### src/rtl/cfr_pkg.sv
package cfr_pkg;
  localparam int unsigned CCR_W = 4;
  localparam int unsigned CLS_W = 2;

  typedef enum logic [CLS_W-1:0] {
    OP_ARITH = 2'b00,
    OP_LOGIC = 2'b01,
    OP_SHIFT = 2'b10,
    OP_NONE  = 2'b11
  } op_class_e;

  typedef struct packed {
    logic ie;
    logic rsv;
    logic b;
    logic c;
  } ccr_t;
endpackage

### src/rtl/cfr_alu_rule.sv
module cfr_alu_rule
  import cfr_pkg::*;
(
  input  logic             valid,
  input  logic [CLS_W-1:0] op_class,
  input  logic             carry_in,
  input  logic             branch_in,
  output logic             c_we,
  output logic             c_val,
  output logic             b_we,
  output logic             b_val
);
  op_class_e cls;
  assign cls = op_class_e'(op_class);

  always_comb begin
    c_we = 1'b0;
    b_we = 1'b0;
    if (valid) begin
      unique case (cls)
        OP_ARITH, OP_SHIFT: begin
          c_we = 1'b1;
          b_we = 1'b1;
        end
        OP_LOGIC: b_we = 1'b1;
        default: ;
      endcase
    end
  end

  assign c_val = carry_in;
  assign b_val = branch_in;
endmodule

### src/rtl/cfr_cmd_merge.sv
module cfr_cmd_merge
  import cfr_pkg::*;
(
  input  ccr_t             cur,
  input  logic             c_we,
  input  logic             c_val,
  input  logic             b_we,
  input  logic             b_val,
  input  logic             set_bc,
  input  logic             tog_b,
  input  logic             load,
  input  logic [CCR_W-1:0] load_val,
  input  logic             di,
  input  logic             ei,
  input  logic             sleep,
  output ccr_t             nxt
);
  always_comb begin
    nxt     = cur;
    nxt.rsv = 1'b0;
    // ALU rules first; commands below take precedence per flag
    if (c_we) nxt.c = c_val;
    if (b_we) nxt.b = b_val;
    if (set_bc) begin
      nxt.c = 1'b1;
      nxt.b = 1'b1;
    end else if (tog_b) begin
      nxt.b = ~cur.b;
    end
    if (di)              nxt.ie = 1'b0;
    else if (ei | sleep) nxt.ie = 1'b1;
    // whole-register load overrides everything
    if (load) begin
      nxt     = ccr_t'(load_val);
      nxt.rsv = 1'b0;
    end
  end
endmodule

### src/rtl/cond_flag_reg.sv
module cond_flag_reg
  import cfr_pkg::*;
(
  input  logic             clk,
  input  logic             rst_n,
  input  logic             alu_valid,
  input  logic [CLS_W-1:0] alu_class,
  input  logic             alu_carry,
  input  logic             alu_branch,
  input  logic             cmd_set_bc,
  input  logic             cmd_tog_b,
  input  logic             cmd_load,
  input  logic [CCR_W-1:0] load_data,
  input  logic             cmd_di,
  input  logic             cmd_ei,
  input  logic             cmd_sleep,
  output logic [CCR_W-1:0] ccr_q,
  output logic             flag_c,
  output logic             flag_b,
  output logic             flag_ie,
  output logic             irq_allow,
  output logic             shift_carry_in
);
  ccr_t q, d;
  logic c_we, c_val, b_we, b_val;

  cfr_alu_rule u_rule (
    .valid(alu_valid), .op_class(alu_class),
    .carry_in(alu_carry), .branch_in(alu_branch),
    .c_we(c_we), .c_val(c_val), .b_we(b_we), .b_val(b_val)
  );

  cfr_cmd_merge u_merge (
    .cur(q), .c_we(c_we), .c_val(c_val), .b_we(b_we), .b_val(b_val),
    .set_bc(cmd_set_bc), .tog_b(cmd_tog_b), .load(cmd_load),
    .load_val(load_data), .di(cmd_di), .ei(cmd_ei), .sleep(cmd_sleep),
    .nxt(d)
  );

  always_ff @(posedge clk or negedge rst_n) begin
    if (!rst_n) q <= '0;
    else        q <= d;
  end

  assign ccr_q          = q;
  assign flag_c         = q.c;
  assign flag_b         = q.b;
  assign flag_ie        = q.ie;
  assign irq_allow      = q.ie;
  assign shift_carry_in = q.c;

  // interrupt enable only rises after enable, sleep or load
  a_r11_ie_rise_cause: assert property (@(posedge clk) disable iff (!rst_n)
    $rose(flag_ie) |-> $past(cmd_ei | cmd_sleep | cmd_load));

  // disable command without load leaves interrupts off
  a_r10_di_clears: assert property (@(posedge clk) disable iff (!rst_n)
    (cmd_di && !cmd_load) |=> !flag_ie);

  // logic operation keeps carry
  a_r4_logic_keeps_c: assert property (@(posedge clk) disable iff (!rst_n)
    (alu_valid && alu_class == 2'b01 && !cmd_set_bc && !cmd_load) |=> $stable(flag_c));

  // set branch and carry
  a_r7_set_bc: assert property (@(posedge clk) disable iff (!rst_n)
    (cmd_set_bc && !cmd_load) |=> (flag_c && flag_b));

  // idle cycle holds the register
  a_r6_idle_hold: assert property (@(posedge clk) disable iff (!rst_n)
    (!(alu_valid && alu_class != 2'b11) && !cmd_set_bc && !cmd_tog_b && !cmd_load
     && !cmd_di && !cmd_ei && !cmd_sleep) |=> $stable(ccr_q));
endmodule

### config.mk
export PLATFORM = sky130hd
export DESIGN_NAME = cond_flag_reg
export DESIGN_NICKNAME = d
export VERILOG_FILES = /design/src/rtl/cfr_pkg.sv /design/src/rtl/cfr_alu_rule.sv /design/src/rtl/cfr_cmd_merge.sv /design/src/rtl/cond_flag_reg.sv
export SDC_FILE = /design/constraint.sdc
export NUM_CORES = 1
export LEC_CHECK = 0
export CAP_MARGIN = 10
export CORE_AREA = 2 2 39 41
export CTS_CLUSTER_SIZE = 28
export DETAILED_ROUTE_END_ITERATION = 8
export DIE_AREA = 0 0 41 43
export MAX_ROUTING_LAYER = met4
export SYNTH_ARGS = -nofsm -noshare
export SYNTH_HDL_FRONTEND = slang
export SYNTH_SLANG_ARGS = --single-unit
### constraint.sdc
create_clock -name clk -period 1.65 [get_ports clk]
set_input_delay 0.4125 -clock clk [delete_from_list [all_inputs] [get_ports clk]]
set_output_delay 0.4125 -clock clk [all_outputs]
set_load 0.005 [all_outputs]
==> impl_metrics.tcl <==
set metrics [dict create \
    post_cts_resize_count 0 \
    via_per_inst 3.968 \
    mostFrequentLayoutCell "sky130_fd_sc_hd__clkdlybuf4s50_1" \
    ctsLongestPathBuffers 2 \
    wire_per_inst_um 8.857 \
    grt_start_max_net_pins 7 \
    power_per_cell_area_nw_per_um2 651.5 \
    syn_area_sq_um 241.5 \
    drive_gt1_frac 0.1277 \
    grt_pass1_vias 234 \
    hold_class "in2async" \
    status "finished clean" \
    cp_data_arrival_time_ns 1.14 \
    rrSetupSlack_ns 0.67 \
    vdd.ir_drop.worst_mv 0.2209 \
    cap_viol_max_count 0 \
    cts_num_sinks 3 \
    detailed_place_hpwl_um 478.6 \
    r2r_cells 3 \
    placement.io_buffers 23 \
    yosysUniqueCellTypes 16 \
    slowest_stage "sky130_fd_sc_hd__clkdlybuf4s50_1" \
    ctsRootBufferMaster "sky130_fd_sc_hd__clkbuf_4" \
    netlist_top_cells_area "sky130_fd_sc_hd__dfrtp_1, sky130_fd_sc_hd__buf_4, sky130_fd_sc_hd__a2111oi_4, sky130_fd_sc_hd__nand2b_1, sky130_fd_sc_hd__mux2_1" \
    minimum_clock_period_after_layout_ns 1.550 \
    die_height_um 43 \
    level_count_of_the_clock_h_tree 1 \
    static-leakage-power_nw 0.1867 \
    gp_routability_congestion 0.6171 \
    number_of_antenna_violations_at_the_first_check_in_global_routing 0 \
    cts_made_buffers 3 \
    setup-violations-final 0 \
    core_region_area_sq_um 1384 \
    mostFrequentLayoutCells "sky130_fd_sc_hd__clkdlybuf4s50_1, sky130_fd_sc_hd__nand2b_1, sky130_fd_sc_hd__clkbuf_4, sky130_fd_sc_hd__dfrtp_1" \
    number_of_buffers_inserted_for_hold_repair_after_clock_tree_synthesis 0 \
    timing.fmax_ghz 0.6453 \
    worst_setup_path_start_kind "flip-flop" \
    drt_iter0_markers 1 \
    critical_path.top_delay_family "buffers and inverters" \
    final_cell_area_sq_um 480.5 \
    ys_seq_area_frac 0.3109 \
    yosys_register_bits 3 \
    grt_setup_unrepaired "no" \
    globalRouteTotalUtil 0.08342 \
    post-synth-top-area-fraction 0.3109 \
    clock-skew-final_ns 0 \
    final_antenna_net_count 0 \
    critical_path_required_ns 1.24 \
    syn_area_per_cell_sq_um 9.659 \
    critical_path.n_buffers_inverters 1 \
    timing.setup.critical_path_class "reg2out" \
    post_synth_inst_count 25 \
    clkTransAtPathRegs_ns 0.04 \
    detail_route.first_pass.iterations 2 \
    detailroute.wirelength.met2_um 288 \
    worst_path_max_fanout 4 \
    areaGrowthSynthToFinish_pct 98.96 \
    top_metal_layer_carrying_routed_signals "met3" \
    number_of_nets_produced_by_synthesis 42 \
    routed_via_count 250 \
    delay_contributed_by_the_slowest_stage_of_the_critical_path_ns 0.53 \
    worst_setup_path_end_kind "primary output" \
    top_level_ports 26 \
    diodes 0 \
    drt_wl_total_um 558 \
    timing.setup.tns_ns 0 \
    std_cell_rows 14 \
    synth_top_area_cell "sky130_fd_sc_hd__dfrtp_1" \
    yosys_warnings 0 \
    grt_first_pass_wirelength_um 876 \
    dr_wl_met3_um 61 \
    drc_errors 0 \
    crit_chain "clkdlybuf4s50_1" \
    chipWidth_um 41 \
    route.layer.met1.wl_um 208 \
    cts_tree "built" \
    fp.dieArea_sq_um 1763 \
    finalCritPeriodShare 0.9392 \
    report.final.hold_viol_count 0 \
    rr_endpoint "flag_b" \
    clk-insertion-delay-late_ns 0.23 \
    slew_viol_final 0 \
    overflow 0 \
    fin_nets 65 \
    source_of_the_worst_register_to_register_timing_path "flag_b" \
    postCtsSetupRepairBufs 0 \
    initial_utilization 0.1745 \
    place_area_sq_um 454.2 \
]
-- synth_stat cells --
master,n
sky130_fd_sc_hd__o31ai_1,1
sky130_fd_sc_hd__a2111oi_4,1
sky130_fd_sc_hd__nand2b_1,3
sky130_fd_sc_hd__buf_4,6
sky130_fd_sc_hd__nand2_1,1
sky130_fd_sc_hd__inv_1,1
sky130_fd_sc_hd__nor2b_1,1
sky130_fd_sc_hd__a21oi_1,1
sky130_fd_sc_hd__nand2_2,1
sky130_fd_sc_hd__nor3_1,1
sky130_fd_sc_hd__a32oi_1,1
sky130_fd_sc_hd__dfrtp_1,3
sky130_fd_sc_hd__conb_1,1
sky130_fd_sc_hd__mux2_1,1
sky130_fd_sc_hd__mux2i_1,1
sky130_fd_sc_hd__nor2_1,1
-- power by group --
part / total (mW) / switching (mW) / leakage (nW) / internal [mW]
clock network: 0.129 / 0.0384 / 0.0150 / 0.0907
registers: 0.0864 / 0.00596 / 0.0337 / 0.0804
logic: 0.0976 / 0.0271 / 0.138 / 0.0705
total: 0.313 / 0.0715 / 0.187 / 0.242
-- state kept, by name, indices dropped and copies added, names as in the netlist --
name     flops
flag_b       1
flag_c       1
flag_ie      1
-- worst max path at each step --
stage / end / startpoint / slack (ns) / depth (start not counted)
2_1_floorplan: flag_b / alu_class[0] / 0.40 / 3
5_1_grt: ccr_q[0] / flag_c / 0.04 / 1
4_1_cts: ccr_q[1] / flag_b / 0.08 / 1
3_3_place_gp: flag_b / alu_class[0] / -0.14 / 4
3_5_place_dp: flag_b / alu_class[0] / -0.14 / 4
6_report: flag_b / flag_b / 0.10 / 1
-- through the flow --
step	hold WS, ns	std cells	worst slack (ns)	util	total power, mW
floorplan	0.1169	25	0.4006	-	0.1223
global placement	0.5583	59	-0.1431	0.3282	0.1857
detailed placement	0.5485	59	-0.1411	0.3282	0.1861
CTS	0.3524	63	0.08106	0.3472	0.3239
global route	0.3607	63	0.04219	0.3472	0.3405
finish	0.3591	63	0.1003	0.3472	0.3130
-- cells by family after synthesis --
logic type / synth area share
compound gates: 0.2021
mux: 0.08808
flops: 0.3109
buf+inv: 0.2020
simple gates: 0.1813
other cells: 0.01553
-- metal layers --
layer / vias to the layer above / GRT usage
met1: 117 / 0.07419
li1: 122 / -
met2: 11 / 0.1031
met5: - / -
met4: 0 / 0.1000
met3: 0 / 0.05236
-- area by class of cell --
cell class                      count  area (sq um)
Multi-Input combinational cell     15         117.6
Tap cell                           16         20.02
Inverter                            1         3.754
Sequential cell                     3         75.07
Fill cell                         161         903.4
Timing Repair Buffer               24         237.7
Clock buffer                        4         26.28
Power figures use the tool's default switching activity.
